## src/rtl/irq_seq_pkg.sv

```systemverilog
package irq_seq_pkg;

    localparam int ADDR_W = 16;
    localparam int BYTE_W = 8;

    // T-state positions of the vectored responses
    localparam int T_VEC_SAMPLE = 3;
    localparam int T_PUSH_HI    = 7;
    localparam int T_PUSH_LO    = 10;
    localparam int T_TBL_LO     = 13;
    localparam int T_TBL_HI     = 16;
    localparam int T_END_FIXED  = 13;
    localparam int T_END_TABLE  = 19;

    localparam logic [ADDR_W-1:0] FIXED_TARGET = 16'h0038;

    typedef enum logic [1:0] {
        IM_EXEC  = 2'd0,
        IM_FIXED = 2'd1,
        IM_TABLE = 2'd2,
        IM_EXEC3 = 2'd3
    } im_e;

    typedef struct packed {
        im_e               mode;
        logic [BYTE_W-1:0] page;
        logic [ADDR_W-1:0] pc;
        logic [ADDR_W-1:0] sp;
        logic              was_halted;
        logic              pv_hit;
        logic [BYTE_W-1:0] op_byte;
    } ctx_t;

    function automatic logic is_vectored(im_e m);
        return (m == IM_FIXED) || (m == IM_TABLE);
    endfunction

    function automatic int end_tstate(im_e m);
        return (m == IM_TABLE) ? T_END_TABLE : T_END_FIXED;
    endfunction

endpackage

```

## src/rtl/irq_gate.sv

```systemverilog
module irq_gate (
    input  logic run,
    input  logic int_req,
    input  logic iff1,
    input  logic op_busy,
    input  logic prefix_pend,
    input  logic ei_shadow,
    output logic start
);
    always_comb begin
        start = !run && int_req && iff1 && !op_busy && !prefix_pend && !ei_shadow;
    end
endmodule

```

## src/rtl/irq_tstate_ctr.sv

```systemverilog
module irq_tstate_ctr #(
    parameter int TW = 6
) (
    input  logic          clk,
    input  logic          rst,
    input  logic          start,
    input  logic          finish,
    output logic          run,
    output logic [TW-1:0] tcnt
);
    localparam logic [TW-1:0] TMAX = '1;
    localparam logic [TW-1:0] TONE = TW'(1);

    always_ff @(posedge clk) begin
        if (rst) begin
            run  <= 1'b0;
            tcnt <= '0;
        end else if (!run) begin
            if (start) begin
                run  <= 1'b1;
                tcnt <= TONE;
            end
        end else if (finish) begin
            run  <= 1'b0;
            tcnt <= '0;
        end else if (tcnt != TMAX) begin
            tcnt <= tcnt + TONE;
        end
    end

    // one T-state per clock while the response runs
    a_r9_count_step: assert property (@(posedge clk) disable iff (rst)
        (run && !finish && tcnt != TMAX) |=> (run && tcnt == $past(tcnt) + TONE));

    // a fresh response always begins in T-state 1
    a_r2_first_tstate: assert property (@(posedge clk) disable iff (rst)
        $rose(run) |-> (tcnt == TONE));
endmodule

```

## src/rtl/irq_ctx_latch.sv

```systemverilog
module irq_ctx_latch
    import irq_seq_pkg::*;
#(
    parameter int TW      = 6,
    parameter bit NMOS_PV = 1'b1
) (
    input  logic              clk,
    input  logic              rst,
    input  logic              start,
    input  logic              run,
    input  logic [TW-1:0]     tcnt,
    input  logic [1:0]        im_mode,
    input  logic [BYTE_W-1:0] i_reg,
    input  logic [ADDR_W-1:0] pc_cur,
    input  logic [ADDR_W-1:0] sp_cur,
    input  logic              halted,
    input  logic              ldair_mark,
    input  logic [BYTE_W-1:0] ack_data,
    input  logic [BYTE_W-1:0] mem_rdata,
    output ctx_t              ctx,
    output logic [BYTE_W-1:0] vec,
    output logic [BYTE_W-1:0] tbl_lo,
    output logic [BYTE_W-1:0] tbl_hi
);
    logic pv_src;

    generate
        if (NMOS_PV) begin : g_nmos
            assign pv_src = ldair_mark;
        end else begin : g_cmos
            assign pv_src = 1'b0;
        end
    endgenerate

    logic table_mode;
    assign table_mode = run && (ctx.mode == IM_TABLE);

    always_ff @(posedge clk) begin
        if (rst) begin
            ctx    <= '0;
            vec    <= '0;
            tbl_lo <= '0;
            tbl_hi <= '0;
        end else begin
            if (start) begin
                ctx.mode       <= im_e'(im_mode);
                ctx.page       <= i_reg;
                ctx.pc         <= halted ? pc_cur + 16'd1 : pc_cur;
                ctx.sp         <= sp_cur;
                ctx.was_halted <= halted;
                ctx.pv_hit     <= pv_src;
                ctx.op_byte    <= ack_data;
            end
            if (table_mode && tcnt == TW'(T_VEC_SAMPLE)) vec    <= ack_data;
            if (table_mode && tcnt == TW'(T_TBL_LO))     tbl_lo <= mem_rdata;
            if (table_mode && tcnt == TW'(T_TBL_HI))     tbl_hi <= mem_rdata;
        end
    end
endmodule

```

## src/rtl/irq_strobe_dec.sv

```systemverilog
module irq_strobe_dec
    import irq_seq_pkg::*;
#(
    parameter int TW = 6
) (
    input  logic              run,
    input  logic [TW-1:0]     tcnt,
    input  ctx_t              ctx,
    input  logic [BYTE_W-1:0] vec,
    input  logic [BYTE_W-1:0] tbl_lo,
    input  logic [BYTE_W-1:0] tbl_hi,
    input  logic              im0_done,
    output logic              iff_clr,
    output logic              pv_clr,
    output logic              mark_clr,
    output logic              halt_clr,
    output logic              r_inc,
    output logic              pc_wr,
    output logic [ADDR_W-1:0] pc_wdata,
    output logic              sp_wr,
    output logic [ADDR_W-1:0] sp_wdata,
    output logic              mem_wr,
    output logic              mem_rd,
    output logic [ADDR_W-1:0] mem_addr,
    output logic [BYTE_W-1:0] mem_wdata,
    output logic              memptr_wr,
    output logic [ADDR_W-1:0] memptr,
    output logic              im0_exec,
    output logic [BYTE_W-1:0] im0_byte,
    output logic              vec_req,
    output logic              done,
    output logic [TW-1:0]     tstates
);
    logic              vect;
    logic [ADDR_W-1:0] tbl_addr;
    logic [ADDR_W-1:0] new_pc;

    always_comb begin
        vect     = is_vectored(ctx.mode);
        tbl_addr = {ctx.page, vec};
        new_pc   = (ctx.mode == IM_FIXED) ? FIXED_TARGET : {tbl_hi, tbl_lo};

        iff_clr = 1'b0; pv_clr = 1'b0; mark_clr = 1'b0; halt_clr = 1'b0;
        r_inc = 1'b0; pc_wr = 1'b0; pc_wdata = '0; sp_wr = 1'b0; sp_wdata = '0;
        mem_wr = 1'b0; mem_rd = 1'b0; mem_addr = '0; mem_wdata = '0;
        memptr_wr = 1'b0; memptr = '0; im0_exec = 1'b0; im0_byte = '0;
        vec_req = 1'b0; done = 1'b0; tstates = '0;

        if (run) begin
            vec_req = 1'b1;
            if (tcnt == TW'(1)) begin
                iff_clr  = 1'b1;
                mark_clr = 1'b1;
                pv_clr   = ctx.pv_hit;
                if (ctx.was_halted) begin
                    halt_clr = 1'b1;
                    pc_wr    = 1'b1;
                    pc_wdata = ctx.pc;
                end
                if (vect) begin
                    r_inc = 1'b1;
                end else begin
                    im0_exec = 1'b1;
                    im0_byte = ctx.op_byte;
                end
            end
            if (vect) begin
                if (tcnt == TW'(T_PUSH_HI)) begin
                    mem_wr    = 1'b1;
                    mem_addr  = ctx.sp - 16'd1;
                    mem_wdata = ctx.pc[15:8];
                end
                if (tcnt == TW'(T_PUSH_LO)) begin
                    mem_wr    = 1'b1;
                    mem_addr  = ctx.sp - 16'd2;
                    mem_wdata = ctx.pc[7:0];
                    sp_wr     = 1'b1;
                    sp_wdata  = ctx.sp - 16'd2;
                end
                if (ctx.mode == IM_TABLE && tcnt == TW'(T_TBL_LO)) begin
                    mem_rd   = 1'b1;
                    mem_addr = tbl_addr;
                end
                if (ctx.mode == IM_TABLE && tcnt == TW'(T_TBL_HI)) begin
                    mem_rd   = 1'b1;
                    mem_addr = tbl_addr + 16'd1;
                end
                if (tcnt == TW'(end_tstate(ctx.mode))) begin
                    done     = 1'b1;
                    pc_wr    = 1'b1;
                    pc_wdata = new_pc;
                    if (ctx.mode == IM_TABLE) begin
                        memptr_wr = 1'b1;
                        memptr    = new_pc;
                    end
                end
            end else if (im0_done) begin
                done = 1'b1;
            end
            if (done) tstates = tcnt;
        end
    end
endmodule

```

## src/rtl/irq_accept_seq.sv

```systemverilog
module irq_accept_seq
    import irq_seq_pkg::*;
#(
    parameter int TW      = 6,   // must hold T_END_TABLE
    parameter bit NMOS_PV = 1'b1
) (
    input  logic              clk,
    input  logic              rst,
    input  logic              int_req,
    input  logic              iff1,
    input  logic              op_busy,
    input  logic              prefix_pend,
    input  logic              ei_shadow,
    input  logic              halted,
    input  logic              ldair_mark,
    input  logic [1:0]        im_mode,
    input  logic [7:0]        i_reg,
    input  logic [15:0]       pc_cur,
    input  logic [15:0]       sp_cur,
    input  logic [7:0]        ack_data,
    input  logic [7:0]        mem_rdata,
    input  logic              im0_done,
    output logic              iff_clr,
    output logic              pv_clr,
    output logic              mark_clr,
    output logic              halt_clr,
    output logic              r_inc,
    output logic              pc_wr,
    output logic [15:0]       pc_wdata,
    output logic              sp_wr,
    output logic [15:0]       sp_wdata,
    output logic              mem_wr,
    output logic              mem_rd,
    output logic [15:0]       mem_addr,
    output logic [7:0]        mem_wdata,
    output logic              memptr_wr,
    output logic [15:0]       memptr,
    output logic              im0_exec,
    output logic [7:0]        im0_byte,
    output logic              vec_req,
    output logic              done,
    output logic [TW-1:0]     tstates
);
    logic              run;
    logic              start;
    logic [TW-1:0]     tcnt;
    ctx_t              ctx;
    logic [BYTE_W-1:0] vec;
    logic [BYTE_W-1:0] tbl_lo;
    logic [BYTE_W-1:0] tbl_hi;

    irq_gate u_gate (
        .run(run), .int_req(int_req), .iff1(iff1), .op_busy(op_busy),
        .prefix_pend(prefix_pend), .ei_shadow(ei_shadow), .start(start)
    );

    irq_tstate_ctr #(.TW(TW)) u_ctr (
        .clk(clk), .rst(rst), .start(start), .finish(done), .run(run), .tcnt(tcnt)
    );

    irq_ctx_latch #(.TW(TW), .NMOS_PV(NMOS_PV)) u_ctx (
        .clk(clk), .rst(rst), .start(start), .run(run), .tcnt(tcnt),
        .im_mode(im_mode), .i_reg(i_reg), .pc_cur(pc_cur), .sp_cur(sp_cur),
        .halted(halted), .ldair_mark(ldair_mark), .ack_data(ack_data),
        .mem_rdata(mem_rdata), .ctx(ctx), .vec(vec), .tbl_lo(tbl_lo), .tbl_hi(tbl_hi)
    );

    irq_strobe_dec #(.TW(TW)) u_dec (
        .run(run), .tcnt(tcnt), .ctx(ctx), .vec(vec), .tbl_lo(tbl_lo),
        .tbl_hi(tbl_hi), .im0_done(im0_done),
        .iff_clr(iff_clr), .pv_clr(pv_clr), .mark_clr(mark_clr), .halt_clr(halt_clr),
        .r_inc(r_inc), .pc_wr(pc_wr), .pc_wdata(pc_wdata), .sp_wr(sp_wr),
        .sp_wdata(sp_wdata), .mem_wr(mem_wr), .mem_rd(mem_rd), .mem_addr(mem_addr),
        .mem_wdata(mem_wdata), .memptr_wr(memptr_wr), .memptr(memptr),
        .im0_exec(im0_exec), .im0_byte(im0_byte), .vec_req(vec_req),
        .done(done), .tstates(tstates)
    );

    // a response only begins after a fully qualified request
    a_r1_start_gated: assert property (@(posedge clk) disable iff (rst)
        $rose(vec_req) |-> $past(int_req && iff1 && !op_busy && !prefix_pend && !ei_shadow));

    // a nonzero count only appears together with done
    a_r1_count_with_done: assert property (@(posedge clk) disable iff (rst)
        (tstates != '0) |-> done);

    // the vector request stays up until the response completes
    a_r9_req_held: assert property (@(posedge clk) disable iff (rst)
        (vec_req && !done) |=> vec_req);

    // the enable clear is a single-cycle pulse
    a_r2_iff_single: assert property (@(posedge clk) disable iff (rst)
        iff_clr |=> !iff_clr);

    // leaving halt always comes with a PC load in the same T-state
    a_r3_halt_pc: assert property (@(posedge clk) disable iff (rst)
        halt_clr |-> (pc_wr && iff_clr));

    // MEMPTR is only loaded in the final cycle
    a_r7_memptr_end: assert property (@(posedge clk) disable iff (rst)
        memptr_wr |-> done);

    // a read and a write never share a cycle
    a_r11_bus_excl: assert property (@(posedge clk) disable iff (rst)
        !(mem_wr && mem_rd));
endmodule

```

## config.mk

```make
export PLATFORM = sky130hd
export DESIGN_NAME = irq_accept_seq
export DESIGN_NICKNAME = d
export VERILOG_FILES = /design/src/rtl/irq_seq_pkg.sv /design/src/rtl/irq_gate.sv /design/src/rtl/irq_tstate_ctr.sv /design/src/rtl/irq_ctx_latch.sv /design/src/rtl/irq_strobe_dec.sv /design/src/rtl/irq_accept_seq.sv
export SDC_FILE = /design/constraint.sdc
export NUM_CORES = 1
export LEC_CHECK = 0
export ABC_AREA = 1
export BUFFER_PORTS_ARGS = -buffer_cell sky130_fd_sc_hd__buf_2
export CELL_PAD_IN_SITES_DETAIL_PLACEMENT = 1
export CELL_PAD_IN_SITES_GLOBAL_PLACEMENT = 1
export CORE_MARGIN = 3
export CORE_UTILIZATION = 36
export CTS_CLUSTER_SIZE = 24
export DETAILED_ROUTE_END_ITERATION = 8
export PLACE_DENSITY = 0.85
export SLEW_MARGIN = 20
export SYNTH_ARGS = -nofsm -noshare
export SYNTH_HDL_FRONTEND = slang
export SYNTH_SLANG_ARGS = --single-unit
export TNS_END_PERCENT = 50
```

## constraint.sdc

```tcl
create_clock -name clk -period 2.05 [get_ports clk]
set_input_delay 0.205 -clock clk [delete_from_list [all_inputs] [get_ports clk]]
set_output_delay 0.205 -clock clk [all_outputs]
set_load 0.01 [all_outputs]
```

==> results of run 1 <==
-- critical path, cell delays in order (launching register included) --
cell     delay, ps
dfxtp_2        390
inv_2           80
ha_4           180
buf_6          120
nor2_1         110
nand2_1        130
nand2_2        120
nand3_4        140
buf_12         190
nor3_1         260
a21oi_1         90
nor2_1         150
buf_2          160
-- cells in the final DEF, fill, tap and decap left out, types with 6 or more instances in the layout --
cell type	count
nor3_1	13
nand2_1	128
o21ai_2	10
nand3_2	21
buf_4	49
nand3_4	18
clkbuf_16	9
nor2_4	18
dfxtp_1	70
xor2_1	13
nor2_1	84
buf_12	9
nor3_4	11
nand4_1	8
nor3_2	17
buf_6	41
dfxtp_2	8
a21oi_2	10
inv_2	11
a21oi_1	96
ha_4	6
nand2_2	17
buf_2	155
inv_1	100
nor2_2	30
o21ai_1	11
nand3_1	42
nand2_4	11
o21ai_0	83
-- repair_timing --
action                     4_1_cts  5_1_grt
pin swaps                       31       40
cloned                           5        2
gates resized for setup        171      192
buffers inserted                17       21
setup endpoints to repair       97      121
-- worst paths after layout --
kind,end,slack (ps),cells after the start
setup reg to reg,u_ctx.vec[2],-450,9
hold reg to reg,u_ctx.ctx[7],460,2
setup / recovery,pc_wdata[13],-670,12
hold / removal,u_ctx.ctx[47],120,3
-- through the flow --
| step | cell area, µm² | total power (µW) | worst slack, ps | hold WS [ps] | instances |
|---|---|---|---|---|---|
| floorplan | 5700 | 1930 | 165 | 343 | 927 |
| finish | 9030 | 4150 | -670 | 125 | 1372 |
| detailed placement | 7010 | 2110 | -183 | 447 | 1314 |
| global route | 9030 | 4240 | -672 | 138 | 1372 |
| global placement | 7010 | 2100 | -67.0 | 439 | 1314 |
| CTS | 8140 | 3890 | -231 | 133 | 1351 |
-- cell usage after synthesis (2+ instances only) --
cell type	count	area (µm²)
inv_2	5	18.8
xor2_1	13	114
o21ai_0	107	536
o2111ai_1	2	17.5
nand4_1	8	50.1
a31oi_1	3	18.8
xnor2_1	5	43.8
nor3_2	10	100
dfxtp_1	83	1660
o22ai_1	2	12.5
buf_4	10	75.1
o211ai_1	2	15.0
nor2_1	128	480
nor3_1	29	145
nand3_1	80	400
nor3_4	2	32.5
clkbuf_1	21	78.8
ha_1	11	138
nor2_2	4	25.0
inv_1	116	435
buf_1	2	7.51
nand2_1	156	586
buf_6	2	22.5
a21oi_1	106	531
buf_2	7	35.0
-- registers in the layout, indices dropped and copies added, names as in the netlist --
| signal | cells |
|---|---|
| u_ctr.tcnt | 6 |
| u_ctx.tbl_hi | 8 |
| u_ctx.tbl_lo | 8 |
| u_ctx.vec | 8 |
| u_ctr.run | 1 |
| u_ctx.ctx | 52 |
-- area by class of cell --
cell class | instances | area, µm²
inverter | 121 | 494
clock buffer | 13 | 270
sequential | 83 | 1690
timing repair buffer | 256 | 1820
multi-input combinational | 681 | 4440
clock inverter | 3 | 45.0
timing repair inverter | 2 | 13.8
antenna | 2 | 5.00
fill | 1966 | 6340
tap | 211 | 264
-- kinds of logic (layout without fill, tap and decap cells) --
family	Yosys count	count (layout)	share of synthesized area
compound gates	226	226	0.204
xor+xnor	18	18	0.0277
other cells	0	2	0
fa+ha+maj	11	11	0.0241
flops	83	83	0.292
buf+inv	164	395	0.119
simple gates	425	426	0.333
-- routing by layer --
metal,vias up,GRT usage,wire (µm)
met5,-,0,0
met4,0,0.173,3610
met3,279,0.0485,3530
met2,699,0.554,17100
met1,4029,0.362,12800
li1,3508,-,-
-- where the power goes --
part | internal (µW) | switching, µW
Sequential | 1630 | 30.7
Clock | 1050 | 849
Combinational | 194 | 398
Total | 2870 | 1280
==> metrics.cfg, run 1 <==
[worst_hold_path]
hold_class=in2reg
hold_start=i_reg[5]

[cts]
clock-sinks=83
cts-root-buf=clkbuf_16
cts_buffers=9
path_clk_slew_ps=80
cts-htree-levels=3
hold_buffers=0
cts_tree=done
clkLatencyLatePin_ps=380
clk_path_buf_depth=2

[run]
cap_violations=0

[synthesis]
syn-num-nets=1006
ys_seq_area_frac=0.292
ys.flop_type=dfxtp_1
synth_area_per_cell_um2=6.15
synthCells=927
synth_area_mm2=0.00570
ys_types=38
ys_async_sr_fraction=0
synth-edff-count=0
yosys_warnings=0
synth_seq_cells=83

[sta]
timing.final.crit_share=1.33
period_needed_ps=2720
rsz0062_at_grt=yes
timing.final.hold_violations=0
maxSlewHeadroom=0.625
fin_setup_tns_ps=-41090
setup_viol=123
worst_pin_slew_ps=561
setup_ws_ps=-670
fin_skew_ps=13.1
final-max-slew-violation-count=0
fmax_ghz=0.368

[die]
io_pins=167
die_y_um=132
core_area_mm2=0.0154
dieArea_mm2=0.0174
initial_utilization=0.371
num_rows=45
die_w_um=132

[power]
leakagePower_uw=0.00388
peakVddDrop_v=0.000743
powerDensity_mw_per_mm2=460

[worst_setup_path]
end_kind=output pin
cp-start-kind=flip-flop
cp-startpoint=u_ctx.ctx[50]
r2r-start=u_ctx.ctx[50]
cp.required_ps=1850
cp_max_fo=8
crit_type=reg2out
arrival_ps=2520

[outcome]
status=finished with violations
violations=negative setup slack

[global_routing]
grt_pass1_wl_mm=43.7
antenna_found_initial=2
grt_start_max_net_pins=57
track_usage=0.313
grt_pass1_vias=7915
grt_overflow=0

[routing]
avgViaCountPerCell=6.21
drt-total-wl_mm=37.0
wl_per_cell_um=27.0
vias=8515
drt_iter0_drc=995
ant_nets=0
drt_pass1_iterations=6
remaining_drc_errors=0

[place]
dpl.hpwl_mm=17.9
gp_congestion=0.903
port_buffers=166

[final_layout]
area_growth_pct=58.5
fin_nets=1233
final_util=0.588
drive_above_1_share=0.426

Note: power is estimated with default switching activity, not from simulation.
==> run 2: changes to the inputs <==
--- a/config.mk
+++ b/config.mk
@@ -6,14 +6,17 @@
 export NUM_CORES = 1
 export LEC_CHECK = 0
 export ABC_AREA = 1
+export ABC_CLOCK_PERIOD_IN_PS = 2050
 export BUFFER_PORTS_ARGS = -buffer_cell sky130_fd_sc_hd__buf_2
 export CELL_PAD_IN_SITES_DETAIL_PLACEMENT = 1
 export CELL_PAD_IN_SITES_GLOBAL_PLACEMENT = 1
 export CORE_MARGIN = 3
 export CORE_UTILIZATION = 36
+export CTS_BUF_LIST = sky130_fd_sc_hd__clkbuf_4 sky130_fd_sc_hd__clkbuf_8
 export CTS_CLUSTER_SIZE = 24
 export DETAILED_ROUTE_END_ITERATION = 8
 export PLACE_DENSITY = 0.85
+export SKIP_CTS_REPAIR_TIMING = 1
 export SLEW_MARGIN = 20
 export SYNTH_ARGS = -nofsm -noshare
 export SYNTH_HDL_FRONTEND = slang
==> run 2 against run 1 <==
  * The flow still finishes with violations (negative setup slack)
  * Wire length decreased by 19%
  * Final cell count decreased by 0.66%
  * Sequential share of layout area up 0.70 points
  * Hold slack worse by 28 ps
  * Largest power group is now sequential cells
  * Highest routed layer unchanged
==> metrics.cfg, run 2 (same netlist as run 1, synthesis figures left out) <==
[routing]
avgViaCountPerCell=5.69
vias=7750
drt-total-wl_mm=29.9
ant_nets=0
wl_per_cell_um=21.9
drt_pass1_iterations=7
remaining_drc_errors=0
drt_iter0_drc=538

[sta]
fmax_ghz=0.386
final-max-slew-violation-count=0
maxSlewHeadroom=0.667
worst_pin_slew_ps=498
fin_skew_ps=18.8
timing.final.crit_share=1.26
timing.final.hold_violations=0
fin_worst_hold_slack_ps=96.8
period_needed_ps=2590
rsz0062_at_grt=yes
setup_ws_ps=-540
setup_viol=101

[global_routing]
track_usage=0.255
grt_start_max_net_pins=57
antenna_found_initial=0
grt_pass1_vias=7023
grt_overflow=0
grt_pass1_wl_mm=36.2

[cts]
cts-root-buf=clkbuf_8
clock-sinks=83
clkLatencyLatePin_ps=400
cts_tree=done
cts-htree-levels=3
cts_buffers=9
clk_path_buf_depth=2
path_clk_slew_ps=90

[place]
gp_congestion=0.903
port_buffers=166
dpl.hpwl_mm=17.9
place_ws_ps=-183

[final_layout]
fin_nets=1226
top_register=u_ctx.ctx
area_growth_pct=51.9
final_util=0.563
layout_common_cells=buf_2 (154), nand2_1 (129), inv_1 (102)
largest_register_ffs=52
drive_above_1_share=0.401
diodes=0
layout_commonest_cell=buf_2

[die]
num_rows=45
die_w_um=132
io_pins=167
initial_utilization=0.371
dieArea_mm2=0.0174
die_y_um=132
core_area_mm2=0.0154

[outcome]
status=finished with violations
violations=negative setup slack

[worst_hold_path]
min_to=u_ctx.ctx[31]
hold_start=pc_cur[5]
hold_class=in2reg
hold_path_depth=3

[worst_setup_path]
crit_type=reg2out
cp.required_ps=1850
path_delay_family=simple AND/OR/NAND/NOR gates
r2r-start=u_ctx.ctx[50]
slowest_delay_ps=370
worst_path_max_delay_cell=dfxtp_2
crit_buf_inv=4
worstReg2RegEnd=u_ctx.vec[0]
cp-start-kind=flip-flop
crit_chain=inv_2 -> ha_4 -> nor2_1 -> nand2_1 -> nand2_1 -> nand3_4 -> buf_8 -> buf_4 -> nor3_1 -> a21oi_1 -> nor2_1 -> buf_2
reg2reg_depth=8
arrival_ps=2390
end_kind=output pin
cp_max_fo=4
ff2ff_setup_slack_ps=-90

[power]
peakVddDrop_v=0.000288
powerDensity_mw_per_mm2=415
leakagePower_uw=0.00381

[run]
cap_violations=0

[run 2: changes by cell type in the layout (fill, tap and decap cells not counted), moves of 6 or more]
cell       before  now
buf_6          41   26
nand3_4        18   12
clkbuf_16       9    3
nand3_1        42   51
buf_4          49   56
nor2_1         84   91
clkbuf_8        3   12
[run 2: final cells by class]
type / count / area (µm²)
fill: 2007 / 6720
multi-input combinational: 681 / 4240
timing repair buffer: 249 / 1730
sequential: 83 / 1680
inverter: 121 / 502
tap: 211 / 264
clock buffer: 13 / 173
clock inverter: 3 / 45.0
timing repair inverter: 2 / 18.8
[run 2: through the flow]
| step | cell area (µm²) | power (µW) | std cells | TNS, ps |
|---|---|---|---|---|
| 3_5_place_dp | 7010 | 2110 | 1314 | -3560 |
| 5_1_grt | 8660 | 3710 | 1363 | -35080 |
| 4_1_cts | 7230 | 3430 | 1330 | -39770 |
| 6_report | 8660 | 3590 | 1363 | -29790 |
| 2_1_floorplan | 5700 | 1930 | 927 | 0 |
| 3_3_place_gp | 7010 | 2100 | 1314 | -113 |
[run 2: worst min-delay path: stages]
cell and delay, ps:
buf_2 110, a21oi_1 60, nor2_1 70
[run 2: worst max path at each step]
stage / startpoint / endpoint / slack [ps] / cells past startpoint
finish: u_ctx.ctx[50] / pc_wdata[9] / -540 / 12
global route: u_ctx.ctx[50] / pc_wdata[8] / -580 / 12
CTS: u_ctr.tcnt[1] / mem_addr[1] / -610 / 10
detailed placement: u_ctr.tcnt[1] / mem_addr[1] / -180 / 10
global placement: u_ctx.ctx[50] / mem_addr[1] / -70 / 12
floorplan: u_ctx.ctx[50] / mem_addr[13] / 160 / 8
[run 2: where the power goes]
group | switching, µW | total [µW] | internal (µW)
registers | 28.0 | 1660 | 1640
clock network | 715 | 1390 | 678
logic | 356 | 538 | 182
[run 2: layer usage]
layer  up-vias  GRT usage  share of wire  routed length, µm
li1       3484          -              -                  -
met1      3786      0.312           0.39              11700
met2       370      0.448           0.50              15000
met3       110     0.0317          0.055               1640
met4         0      0.113          0.054               1610
met5         -          0              0                  0
==> run 3: changes to the inputs <==
--- a/config.mk
+++ b/config.mk
@@ -10,11 +10,12 @@
 export BUFFER_PORTS_ARGS = -buffer_cell sky130_fd_sc_hd__buf_2
 export CELL_PAD_IN_SITES_DETAIL_PLACEMENT = 1
 export CELL_PAD_IN_SITES_GLOBAL_PLACEMENT = 1
-export CORE_MARGIN = 3
+export CORE_MARGIN = 8
 export CORE_UTILIZATION = 36
 export CTS_BUF_LIST = sky130_fd_sc_hd__clkbuf_4 sky130_fd_sc_hd__clkbuf_8
 export CTS_CLUSTER_SIZE = 24
 export DETAILED_ROUTE_END_ITERATION = 8
+export GPL_TIMING_DRIVEN = 0
 export PLACE_DENSITY = 0.85
 export SKIP_CTS_REPAIR_TIMING = 1
 export SLEW_MARGIN = 20
==> run 3 against run 2 <==
  * The run still ends with negative setup slack left
  * Hold slack worse by 16 ps
  * Register-to-register slack better by 60 ps
  * Highest routed layer unchanged
  * Clock-buffer cell count is 4 lower
  * Sequential share of layout area is 0.67 points higher
  * Largest power group unchanged
==> metrics.cfg, run 3 (same netlist as run 1, synthesis figures left out) <==
[global_routing]
grt_pass1_wl_mm=38.2
track_usage=0.241
grt_overflow=0
grt_pass1_vias=7393
grt_start_max_net_pins=16
antenna_found_initial=0

[final_layout]
layout_common_cells=buf_2 (164), nand2_1 (132), inv_1 (101)
area_growth_pct=48.8
fillers=2099
fin_nets=1231
diodes=0
drive_above_1_share=0.374
layout_commonest_cell=buf_2
top_register=u_ctx.ctx
largest_register_ffs=52

[sta]
timing.final.hold_violations=0
worst_pin_slew_ps=679
setup_viol=100
rsz0062_at_grt=yes
period_needed_ps=2480
fin_setup_tns_ps=-25220
maxSlewHeadroom=0.547
fin_worst_hold_slack_ps=80.4
final-max-slew-violation-count=0
fmax_ghz=0.404
setup_ws_ps=-427
timing.final.crit_share=1.21
fin_skew_ps=13.1

[routing]
ant_nets=0
vias=7870
wl_per_cell_um=23.1
remaining_drc_errors=0
drt_pass1_iterations=5
drt-total-wl_mm=31.7
avgViaCountPerCell=5.73
drt_iter0_drc=615

[die]
io_pins=167
die_w_um=142
die_y_um=142
core_area_mm2=0.0157
dieArea_mm2=0.0201
num_rows=46
initial_utilization=0.364

[worst_setup_path]
cp-start-kind=flip-flop
crit_end=mem_addr[7]
worstReg2RegEnd=u_ctx.ctx[48]
cp.required_ps=1850
crit_cells=12
crit_chain=inv_2 -> ha_2 -> nand2_2 -> nand2_4 -> nor2_4 -> buf_4 -> nand2_1 -> nand3_2 -> nand3_4 -> o211ai_1 -> nor2_1 -> buf_2
slowest_delay_ps=370
worst_path_max_delay_cell=dfxtp_4
path_delay_family=simple AND/OR/NAND/NOR gates
crit_buf_inv=3
crit_type=reg2out
ff2ff_setup_slack_ps=-30
cp_max_fo=5
end_kind=output pin
reg2reg_depth=8
cp-startpoint=u_ctx.ctx[12]
r2r-start=u_ctr.run
arrival_ps=2270

[cts]
cts-root-buf=clkbuf_8
cts-htree-levels=3
cts_tree=done
clkLatencyLatePin_ps=400
clk_path_buf_depth=2
cts_buffers=9
clock-sinks=83
path_clk_slew_ps=110

[place]
gp_congestion=0.940
dpl.hpwl_mm=19.4
port_buffers=165

[power]
leakagePower_uw=0.00376
peakVddDrop_v=0.000375
powerDensity_mw_per_mm2=452

[outcome]
violations=negative setup slack
status=finished with violations

[worst_hold_path]
hold_class=in2reg

[run]
cap_violations=0

[run 3: power by group]
| group | switching (µW) | total [µW] | internal [µW] |
|---|---|---|---|
| registers | 30.5 | 1660 | 1630 |
| clock network | 769 | 1590 | 819 |
| logic | 381 | 587 | 206 |
| total | 1180 | 3830 | 2650 |
[run 3: cell type report]
class	instances	area, µm²	share of cell area
Multi-Input combinational cell	680	4200	0.495
Sequential cell	83	1700	0.201
Timing Repair Buffer	214	1300	0.153
Inverter	121	478	0.0564
Buffer	43	285	0.0336
Tap cell	216	270	0.0319
Clock buffer	9	124	0.0146
Clock inverter	7	123	0.0145
[run 3: metrics by stage]
stage	std cells	util	total power [µW]	cell area [µm²]	worst slack (ps)
6_report	1373	0.542	3830	8480	-427
5_1_grt	1373	0.542	3920	8480	-496
4_1_cts	1324	0.450	3620	7040	-976
3_5_place_dp	1308	0.434	2100	6800	-571
3_3_place_gp	1308	0.434	2090	6800	-518
2_1_floorplan	927	-	1930	5700	165
[run 3: routing by layer]
metal,track usage,vias to the layer above,routed length [µm]
li1,-,3484,-
met1,0.280,3814,12000
met2,0.421,446,15700
met3,0.0407,126,2130
met4,0.117,0,1890
met5,0,-,0
[run 3: how the worst min path moves through the flow]
stage,start,endpoint,slack [ps],cells past startpoint
after global placement,u_ctx.ctx[1],u_ctx.ctx[1],440,2
after CTS,i_reg[4],u_ctx.ctx[46],90,3
after global routing,sp_cur[13],u_ctx.ctx[23],100,3
after floorplan,pc_cur[5],u_ctx.ctx[31],340,2
final,pc_cur[1],u_ctx.ctx[27],80,3
after detailed placement,u_ctx.ctx[8],u_ctx.ctx[8],450,2
[run 3: worst register-to-register path, cell delays in order, from the launching register on]
cell,delay [ps]
dfxtp_1,410
inv_2,100
nand2_1,70
nor3b_1,40
nand3_1,90
buf_2,250
clkbuf_1,560
o21ai_0,220
a21oi_1,250
